===== src/rtl/acqwr_pkg.sv =====
package acqwr_pkg;

    typedef enum logic [1:0] {
        ST_IDLE  = 2'd0,
        ST_ISSUE = 2'd1,
        ST_XFER  = 2'd2,
        ST_DONE  = 2'd3
    } acqwr_state_e;

endpackage


===== src/rtl/acqwr_btt_calc.sv =====
// Transfer size from the current address to the window end, clamped to
// the largest legal size (2^(BTT_W-1)). Wide arithmetic avoids truncation.
module acqwr_btt_calc #(
    parameter int ADDR_W = 32,
    parameter int BTT_W  = 23
) (
    input  logic [ADDR_W-1:0] cur_addr,
    input  logic [ADDR_W-1:0] lim_addr,
    output logic [BTT_W-1:0]  btt
);
    localparam logic [ADDR_W:0] MAX_SIZE = (ADDR_W+1)'(1) << (BTT_W-1);

    logic [ADDR_W:0] space;

    always_comb begin
        space = {1'b0, lim_addr} - {1'b0, cur_addr};
        if (space >= MAX_SIZE) begin
            btt = MAX_SIZE[BTT_W-1:0];
        end else begin
            btt = space[BTT_W-1:0];
        end
    end
endmodule


===== src/rtl/acqwr_addr_step.sv =====
// Advance the write address by the bytes consumed; return to the window
// base when the result reaches or passes the (possibly unaligned) end.
module acqwr_addr_step #(
    parameter int ADDR_W = 32,
    parameter int ADV_W  = 24
) (
    input  logic [ADDR_W-1:0] cur_addr,
    input  logic [ADV_W-1:0]  adv_bytes,
    input  logic [ADDR_W-1:0] base_addr,
    input  logic [ADDR_W-1:0] lim_addr,
    output logic [ADDR_W-1:0] nxt_addr,
    output logic              wrapped
);
    logic [ADDR_W:0] sum;

    always_comb begin
        sum = {1'b0, cur_addr} + (ADDR_W+1)'(adv_bytes);
        if (sum >= {1'b0, lim_addr}) begin
            nxt_addr = base_addr;
            wrapped  = 1'b1;
        end else begin
            nxt_addr = sum[ADDR_W-1:0];
            wrapped  = 1'b0;
        end
    end
endmodule


===== src/rtl/acqwr_word_mark.sv =====
// Word-count markers: final word of a finite run and the pre-trigger word.
module acqwr_word_mark #(
    parameter int CNT_W = 32
) (
    input  logic             active,
    input  logic             fire,
    input  logic [CNT_W-1:0] words_done,
    input  logic [CNT_W-1:0] len_words,
    input  logic [CNT_W-1:0] pre_words,
    output logic             last_word,
    output logic             pre_word
);
    always_comb begin
        last_word = active && fire && (len_words != '0)
                    && (words_done == len_words - CNT_W'(1));
        pre_word  = active && fire && (pre_words != '0)
                    && (words_done == pre_words - CNT_W'(1));
    end
endmodule


===== src/rtl/acqwr_cmd_gen.sv =====
module acqwr_cmd_gen
    import acqwr_pkg::*;
#(
    parameter int ADDR_W     = 32,
    parameter int BTT_W      = 23,
    parameter int CNT_W      = 32,
    parameter int WORD_BYTES = 8
) (
    input  logic              clk,
    input  logic              rst_n,
    input  logic              acq_start,
    input  logic [ADDR_W-1:0] region_start,
    input  logic [ADDR_W-1:0] region_end,
    input  logic [CNT_W-1:0]  acq_len_words,
    input  logic [CNT_W-1:0]  pretrig_words,
    input  logic              word_fire,
    output logic              tlast,
    output logic              pretrig_hit,
    output logic              acq_done,
    output logic              cmd_valid,
    input  logic              cmd_ready,
    output logic [ADDR_W-1:0] cmd_addr,
    output logic [BTT_W-1:0]  cmd_btt
);
    localparam int CONS_W = BTT_W + 1;
    localparam logic [CONS_W-1:0] WORD_STEP = CONS_W'(WORD_BYTES);

    typedef struct packed {
        acqwr_state_e      state;
        logic [ADDR_W-1:0] rgn_start;
        logic [ADDR_W-1:0] rgn_end;
        logic [CNT_W-1:0]  len;
        logic [CNT_W-1:0]  pre;
        logic [ADDR_W-1:0] addr;
        logic [BTT_W-1:0]  btt;
        logic [CONS_W-1:0] consumed;
        logic [CNT_W-1:0]  words;
    } acqwr_regs_t;

    acqwr_regs_t regs_d, regs_q;

    logic [BTT_W-1:0]  first_btt;
    logic [BTT_W-1:0]  step_btt;
    logic [CONS_W-1:0] cons_next;
    logic [ADDR_W-1:0] step_addr;
    logic              step_wrapped;
    logic              xfer_active;
    logic              last_w;
    logic              pre_w;
    logic [ADDR_W-1:0] rgn_start_w;
    logic [ADDR_W-1:0] rgn_end_w;

    assign xfer_active = (regs_q.state == ST_XFER);
    assign cons_next   = regs_q.consumed + WORD_STEP;

    acqwr_btt_calc #(.ADDR_W(ADDR_W), .BTT_W(BTT_W)) u_btt_first (
        .cur_addr (region_start),
        .lim_addr (region_end),
        .btt      (first_btt)
    );

    acqwr_addr_step #(.ADDR_W(ADDR_W), .ADV_W(CONS_W)) u_step (
        .cur_addr  (regs_q.addr),
        .adv_bytes (cons_next),
        .base_addr (regs_q.rgn_start),
        .lim_addr  (regs_q.rgn_end),
        .nxt_addr  (step_addr),
        .wrapped   (step_wrapped)
    );

    acqwr_btt_calc #(.ADDR_W(ADDR_W), .BTT_W(BTT_W)) u_btt_step (
        .cur_addr (step_addr),
        .lim_addr (regs_q.rgn_end),
        .btt      (step_btt)
    );

    acqwr_word_mark #(.CNT_W(CNT_W)) u_mark (
        .active     (xfer_active),
        .fire       (word_fire),
        .words_done (regs_q.words),
        .len_words  (regs_q.len),
        .pre_words  (regs_q.pre),
        .last_word  (last_w),
        .pre_word   (pre_w)
    );

    always_comb begin
        regs_d = regs_q;
        if (acq_start) begin
            regs_d.state     = ST_ISSUE;
            regs_d.rgn_start = region_start;
            regs_d.rgn_end   = region_end;
            regs_d.len       = acq_len_words;
            regs_d.pre       = pretrig_words;
            regs_d.addr      = region_start;
            regs_d.btt       = first_btt;
            regs_d.consumed  = '0;
            regs_d.words     = '0;
        end else begin
            unique case (regs_q.state)
                ST_ISSUE: begin
                    if (cmd_ready) begin
                        regs_d.state    = ST_XFER;
                        regs_d.consumed = '0;
                    end
                end
                ST_XFER: begin
                    if (word_fire) begin
                        regs_d.words = regs_q.words + CNT_W'(1);
                        if (last_w) begin
                            regs_d.state = ST_DONE;
                        end else if (cons_next >= CONS_W'(regs_q.btt)) begin
                            regs_d.state    = ST_ISSUE;
                            regs_d.addr     = step_addr;
                            regs_d.btt      = step_btt;
                            regs_d.consumed = '0;
                        end else begin
                            regs_d.consumed = cons_next;
                        end
                    end
                end
                default: ;
            endcase
        end
    end

    always_ff @(posedge clk or negedge rst_n) begin
        if (!rst_n) begin
            regs_q <= '0;
        end else begin
            regs_q <= regs_d;
        end
    end

    assign cmd_valid   = (regs_q.state == ST_ISSUE);
    assign cmd_addr    = regs_q.addr;
    assign cmd_btt     = regs_q.btt;
    assign acq_done    = (regs_q.state == ST_DONE);
    assign tlast       = last_w;
    assign pretrig_hit = pre_w;
    assign rgn_start_w = regs_q.rgn_start;
    assign rgn_end_w   = regs_q.rgn_end;

    logic unused_wrap;
    assign unused_wrap = step_wrapped;

endmodule


===== config.mk =====
export PLATFORM = sky130hd
export DESIGN_NAME = acqwr_cmd_gen
export DESIGN_NICKNAME = d
export VERILOG_FILES = /design/src/rtl/acqwr_pkg.sv /design/src/rtl/acqwr_btt_calc.sv /design/src/rtl/acqwr_addr_step.sv /design/src/rtl/acqwr_word_mark.sv /design/src/rtl/acqwr_cmd_gen.sv
export SDC_FILE = /design/constraint.sdc
export NUM_CORES = 1
export LEC_CHECK = 0
export ABC_AREA = 1
export BUFFER_PORTS_ARGS = -buffer_cell sky130_fd_sc_hd__buf_2
export CORE_MARGIN = 1
export CORE_UTILIZATION = 37
export CTS_CLUSTER_DIAMETER = 30
export CTS_CLUSTER_SIZE = 8
export DETAILED_ROUTE_END_ITERATION = 6
export GPL_TIMING_DRIVEN = 0
export PLACE_DENSITY = 0.61
export SYNTH_ARGS = -nofsm -noshare
export SYNTH_HDL_FRONTEND = slang
export SYNTH_HIERARCHICAL = 1
export SYNTH_SLANG_ARGS = --single-unit

===== constraint.sdc =====
create_clock -name clk -period 14 [get_ports clk]
set_input_delay 2.1 -clock clk [delete_from_list [all_inputs] [get_ports clk]]
set_output_delay 2.1 -clock clk [all_outputs]
set_load 0.02 [all_outputs]

Word-level counts from Yosys, hierarchy flattened:

Cells that the tools add are included.

* RAM bits: 0
* memory bits (read-only): 0
* flip-flop bits (word level): 241
* latch bits: 0
* memories: 0
* word-level logic and storage cells: 63
* input bits: 133
* output and inout port bits: 59

* reductions and logical operators: 15
* equality and inequality tests: 10
* shift operators: 0
* mux-type cells: 18
* bitwise gates (word level): 0
* add/subtract/negate cells: 7
* magnitude comparators: 4
* div/mod/pow operators: 0
* $mul: 0

Operators with widths (count)
* 111-bit two-way mux: 2
* 55-bit two-way mux: 2
* 79-bit two-way mux: 1
* 33-bit by 23-bit >= comparator with 1-bit output, second input constant: 2
* 32-bit by 32-bit subtractor with 33-bit output: 2
* 32-bit equality test: 2
* 32-bit two-way mux: 2
* 32-bit nonzero test: 2
* 32-bit by 1-bit subtractor with 32-bit output, second input constant: 2
* 24-bit two-way mux: 2
* 24-bit case mux with 2 select lines: 1
* 23-bit two-way mux: 2
* 32-bit by 24-bit adder with 33-bit output: 1
* 33-bit by 32-bit >= comparator with 1-bit output: 1
* 32-bit by 1-bit adder with 32-bit output, second input constant: 1
* 24-bit by 4-bit adder with 24-bit output, second input constant: 1
* 24-bit by 23-bit >= comparator with 1-bit output: 1
* 4-bit AND reduction: 3
* 2-bit two-way mux: 5
* 3-bit != test, second input constant: 2
* 2-bit nonzero test: 3
* 1-bit logical AND: 5
* 2-bit equality test, second input constant: 2
* 4-bit != test, second input constant: 1
* 6 further kinds: 6

Logic depth before layout (Yosys ltp):

* depth after elaboration: 12
* depth in mapped cells: 56
* depth with buffers taken out: 54

Cells and area by module:

Netlist, hierarchy kept.

By module, submodules not included
* acqwr_cmd_gen: seq. area each 5955.7 µm², area each 11768.8 µm², instances 1, cells each 1345
* acqwr_addr_step: seq. area each 0.0 µm², area each 2971.6 µm², instances 1, cells each 532
* acqwr_word_mark: seq. area each 0.0 µm², area each 2940.3 µm², instances 1, cells each 600
* acqwr_btt_calc (u_btt_step): seq. area each 0.0 µm², area each 2695.1 µm², instances 1, cells each 545
* acqwr_btt_calc (u_btt_first): seq. area each 0.0 µm², area each 2652.5 µm², instances 1, cells each 539

Worst setup path after synthesis:

OpenSTA, ideal clock, no wires.

* kind: reg2reg
* start point: register regs_q[39]
* end point: register regs_q[73], in the netlist cmd_btt[17]
* data arrival time: 5830 ps
* stages on the path, launching flop included: 54
* clock period less this slack: 5904 ps
* required time: 13926 ps
* slack: 8096 ps
* buffers on the path: 1
* library setup time: 74 ps
* path through: dfrtp_1 -> inv_1 -> nor3_1 -> nand2_1 -> inv_1 -> nand2_1 -> nor2_1 -> nand3_1 -> inv_1 -> nand2_1 -> xor2_1 -> inv_1 -> ha_1 -> nand2_1 -> nor2_1 -> inv_1 -> nor2_1 -> nand4_1 -> [18 not listed] -> nand3_1 -> nand3_1 -> nand2_1 -> nand2_2 -> nand2_1 -> nand2_1 -> nand2_1 -> nand2_1 -> nand2_1 -> nand2_1 -> nor2_1 -> nand2_1 -> nor2_1 -> nand2_2 -> buf_6 -> nor2_2 -> mux2i_1 -> o21ai_2

* longest elaborated chain between the ends: 12
* elaborated cells between the ends (all ways): 15
* classes of those cells: 3 x add/sub; 3 x order compare; 7 x mux; 2 x reduce/logical

RTL lines
* start: declaration: RTL line acqwr_cmd_gen.sv:40 `acqwr_regs_t regs_d, regs_q;`
* start signal: assignment: RTL line acqwr_cmd_gen.sv:131 `regs_q <= regs_d;`
* 24-bit by 4-bit adder with 24-bit output (*): RTL line acqwr_cmd_gen.sv:54 `assign cons_next = regs_q.consumed + WORD_STEP;`
* net cons_next[22]: RTL line acqwr_cmd_gen.sv:44 `logic [CONS_W-1:0] cons_next;`
* 32-bit by 24-bit adder with 33-bit output (*): RTL line acqwr_addr_step.sv:17 `sum = {1'b0, cur_addr} + (ADDR_W+1)'(adv_bytes);`
* 33-bit by 32-bit >= comparator with 1-bit output (*): RTL line acqwr_addr_step.sv:18 `if (sum >= {1'b0, lim_addr}) begin`
* 32-bit two-way mux (*): RTL line acqwr_addr_step.sv:18
* net step_addr[0]: RTL line acqwr_cmd_gen.sv:45 `logic [ADDR_W-1:0] step_addr;`
* 32-bit by 32-bit subtractor with 33-bit output (*): RTL line acqwr_btt_calc.sv:16 `space = {1'b0, lim_addr} - {1'b0, cur_addr};`
* 33-bit by 23-bit >= comparator with 1-bit output: RTL line acqwr_btt_calc.sv:17 `if (space >= MAX_SIZE) begin`
* 23-bit two-way mux (*): RTL line acqwr_btt_calc.sv:17
* net step_btt[17]: RTL line acqwr_cmd_gen.sv:43 `logic [BTT_W-1:0] step_btt;`
* 55-bit two-way mux (*): RTL line acqwr_cmd_gen.sv:112 `end else if (cons_next >= CONS_W'(regs_q.btt)) begin`
* 79-bit two-way mux (*): RTL line acqwr_cmd_gen.sv:110 `if (last_w) begin`
* 111-bit two-way mux (*): RTL line acqwr_cmd_gen.sv:108 `if (word_fire) begin`
* 55-bit two-way mux (*): RTL line acqwr_cmd_gen.sv:100 `unique case (regs_q.state)`
* 111-bit two-way mux (*): RTL line acqwr_cmd_gen.sv:89 `if (acq_start) begin`

Mark *: on every way through the listed nets, which the timed path passes. The rest lies on a longest branch. The select of a mux whose other input is x is not followed.
A chain may end at the register's enable or synchronous reset.

Worst setup path in the final report:

* start point: register regs_q[35]
* end point: register regs_q[78], in the netlist cmd_btt[22]

Same word-level chain as after synthesis.

==> metrics.md <==
| Metric | Value |
|---|---|
| H-tree Lvls | `2` |
| First-pass GRT wire length | `~120 mm` |
| Delay of the slowest critical-path stage | `about 700 ps` |
| Mean post-synth cell area | `~6.5 sq um` |
| CP max FO | `10` |
| Yosys top cell by area | `dfrtp_1` |
| Hold Violations, Final | `0` |
| Starting density of the core | `0.374` |
| Ys flop type | `dfrtp_1` |
| Synthesized flop and latch total | `between 200 and 250` |
| Layout cell share with drive strength beyond 1 | `0.153` |
| Minimum clock period | `approximately 8100 ps` |
| Detailed Routing Iterations Pass 1 | `6` |
| Most frequent cells after synthesis | `nand2_1, inv_1, nor2_1` |
| Synth cell types | `slightly above 60` |
| Period utilization | `0.577` |
| Iter 0 DRT Violations | `between 1,500 and 2,000` |
| Family with the most delay on the worst path | `simple AND/OR/NAND/NOR gates` |
| Fill cell count | `6,563` |
| Clock skew | `between 20 and 25 ps` |
| Tot Pwr | `~4500 uW` |
| Max clock buf depth | `3` |
| Die Area | `63,200 sq um` |
| CTS buffer count | `about 60` |
| Total global routing overflow | `0` |
| CP endpoint kind | `flip-flop` |
| Critical path required time | `14,490 ps` |
| P&R area growth vs syn | `18.1%` |
| Post-synth EDFFs | `0` |
| CP Launch Type | `flip-flop` |
| Cell area after synthesis | `23,000 sq um` |
| Clock Latency Late Sink | `620 ps` |
| Max Transition Viols Final | `0` |
| Rows | `between 90 and 100` |
| Unrepaired setup endpoints after global routing | `false` |
| Root Buffer | `clkbuf_16` |
| Final #Nets | `~4,100` |
| Core area | `just over 60,000 sq um` |
| LEAKAGE | `~0.015 uW` |
| Crit path max-delay cell type | `nor4_1` |
| I/O Pins | `between 150 and 200` |
| Tot GR Track Use | `0.244` |
| Outcome | `complete, no violations` |
| Die Y | `around 250 um` |
| Post-CTS Hold Fix Bufs | `0` |
| Diodes inserted | `0` |
| # Max-Cap Violations | `0` |
| Post-DRT Antenna Nets | `0` |
| Via count | `~23,000` |
| Main area contributors after synthesis | `dfrtp_1, nand2_1, inv_1` |
| DP HPWL | `64.6 mm` |
| IO Port Bufs | `190` |
| DP Area | `about 25,000 sq um` |
| CTS resizes | `0` |
| CTS tree | `yes` |
| Hold crit path type | `flip-flop to flip-flop` |
| Number of remaining DRC errors | `0` |
| Peak supply drop | `~0.086 mV` |
| Post-synthesis async set-or-reset flop share | `1.00` |
| Setup TNS Final | `0 ps` |
| Vias/cell | `a little under 5` |
| Pin count of the biggest net entering global routing | `between 100 and 150` |
| Buffer count from post-CTS setup fixing | `0` |
| WP buf/inv | `4` |
| Antenna violations before repair | `1` |
| Worst EP arrival | `~8600 ps` |
| Total Routed Length | `approximately 77 mm` |
| Clock slew at reported path FFs | `roughly 50 ps` |
| Seq/Total Area, Yosys | `0.259` |
| Pre-CTS WS | `approximately 6200 ps` |
| Post-route cell area | `around 27,000 sq um` |
| Worst rel slew slack | `0.199` |
| DR WL/cell | `16.5 um` |
| Fmax | `124 MHz` |
| Post-synth top area share | `0.259` |
| Power Dens Cells | `approximately 160 nW/um^2` |
| DIE WIDTH | `251 um` |
| Number of global-route vias before repair | `~21,000` |
| Num Clock Sinks | `238` |
| Most used cell, CP | `nand2_1` |
| Yosys warns | `6` |
| Worst-Margin Slew | `between 1000 and 1500 ps` |
| Setup violators final | `0` |
| Final setup margin | `~5900 ps` |
| Routability Congestion | `between 0.9 and 1` |
| Most common cell in the netlist | `nand2_1` |
| Crit Path Class | `flip-flop to flip-flop` |
| Post-synthesis cell count | `3,561` |
cell families after synthesis:
group	count (synthesis)	share of synthesized area
simple gates	2060	0.384
other cells	1	0.000163
buf+inv	622	0.119
fa+ha+maj	149	0.0819
xor+xnor	139	0.0547
mux	23	0.0100
compound gates	329	0.0912
flops	238	0.259
metrics by stage:
step,cells,util,hold slack (ps)
2_1_floorplan,3564,-,442
3_3_place_gp,4591,0.406,454
3_5_place_dp,4593,0.408,458
4_1_cts,4704,0.441,470
5_1_grt,4704,0.441,477
6_report,4704,0.441,468
per-layer routing:
| layer | GRT usage | part of all wire | up-vias |
|---|---|---|---|
| met4 | 0.0693 | 0.024 | 0 |
| met2 | 0.384 | 0.44 | 645 |
| met5 | 0 | 0 | - |
| met1 | 0.351 | 0.48 | 10400 |
| met3 | 0.0253 | 0.055 | 98 |
| li1 | - | - | 11600 |
tightest hold or removal path, delay by kind of cell, from the launching register on:
kind / cells / cell delay [ps]
flip-flops: 1 / 330
AND/OR/NAND/NOR: 2 / 100
cells in the final DEF, fill, tap and decap left out, types with 9 or more instances in the layout:
cell type and n:
buf_2 194, o21ai_0 54, nand2_4 33, nor2_4 10, buf_6 16, inv_1 490
a21boi_0 33, ha_1 146, dfrtp_1 238, xnor2_1 57, clkinvlp_4 9, buf_4 56
mux2i_1 23, o21bai_1 16, nor3_1 33, clkbuf_1 40, nand3_1 166, a31oi_1 16
a21oi_1 116, nor2_1 299, nand4_1 41, o21ai_1 11, nand3b_1 16, clkbuf_16 61
o21ai_2 51, xor2_1 79, nor2_2 65, nand2_2 27, clkinv_2 15, nand2_1 1339
worst paths after layout:
| check | slack [ps] | cells after the start | to | start |
|---|---|---|---|---|
| max | 5930 | 45 | cmd_btt[22] | regs_q[35] |
| min | 470 | 2 | rgn_start_w[26] | rgn_start_w[26] |
| max reg2reg | 5930 | 45 | cmd_btt[22] | regs_q[35] |
| min reg2reg | 470 | 2 | rgn_start_w[26] | rgn_start_w[26] |
| max in group asynchronous | 11260 | 3 | rgn_end_w[5] | rst_n |
| min in group asynchronous | 1400 | 1 | regs_q[166] | rst_n |
state kept, by name (all words and copies together), names as in the netlist:
signal	cells
cmd_addr	32
cmd_btt	23
regs_q	119
rgn_end_w	32
rgn_start_w	32
report_power, final:
part / internal (uW) / switching (uW)
Clock: 957 / 449
Combinational: 775 / 1400
Sequential: 772 / 130
layout make-up:
| type | instances | area (sq um) | area share |
|---|---|---|---|
| buffer | 122 | 866 | 0.0318 |
| multi-input combinational | 2704 | 14300 | 0.528 |
| clock buffer | 74 | 1650 | 0.0605 |
| timing repair buffer | 192 | 1020 | 0.0374 |
| tap | 837 | 1050 | 0.0385 |
| clock inverter | 37 | 438 | 0.0161 |
| sequential | 238 | 5960 | 0.219 |
| inverter | 500 | 1880 | 0.0690 |
(Power assumes the default switching activity.)
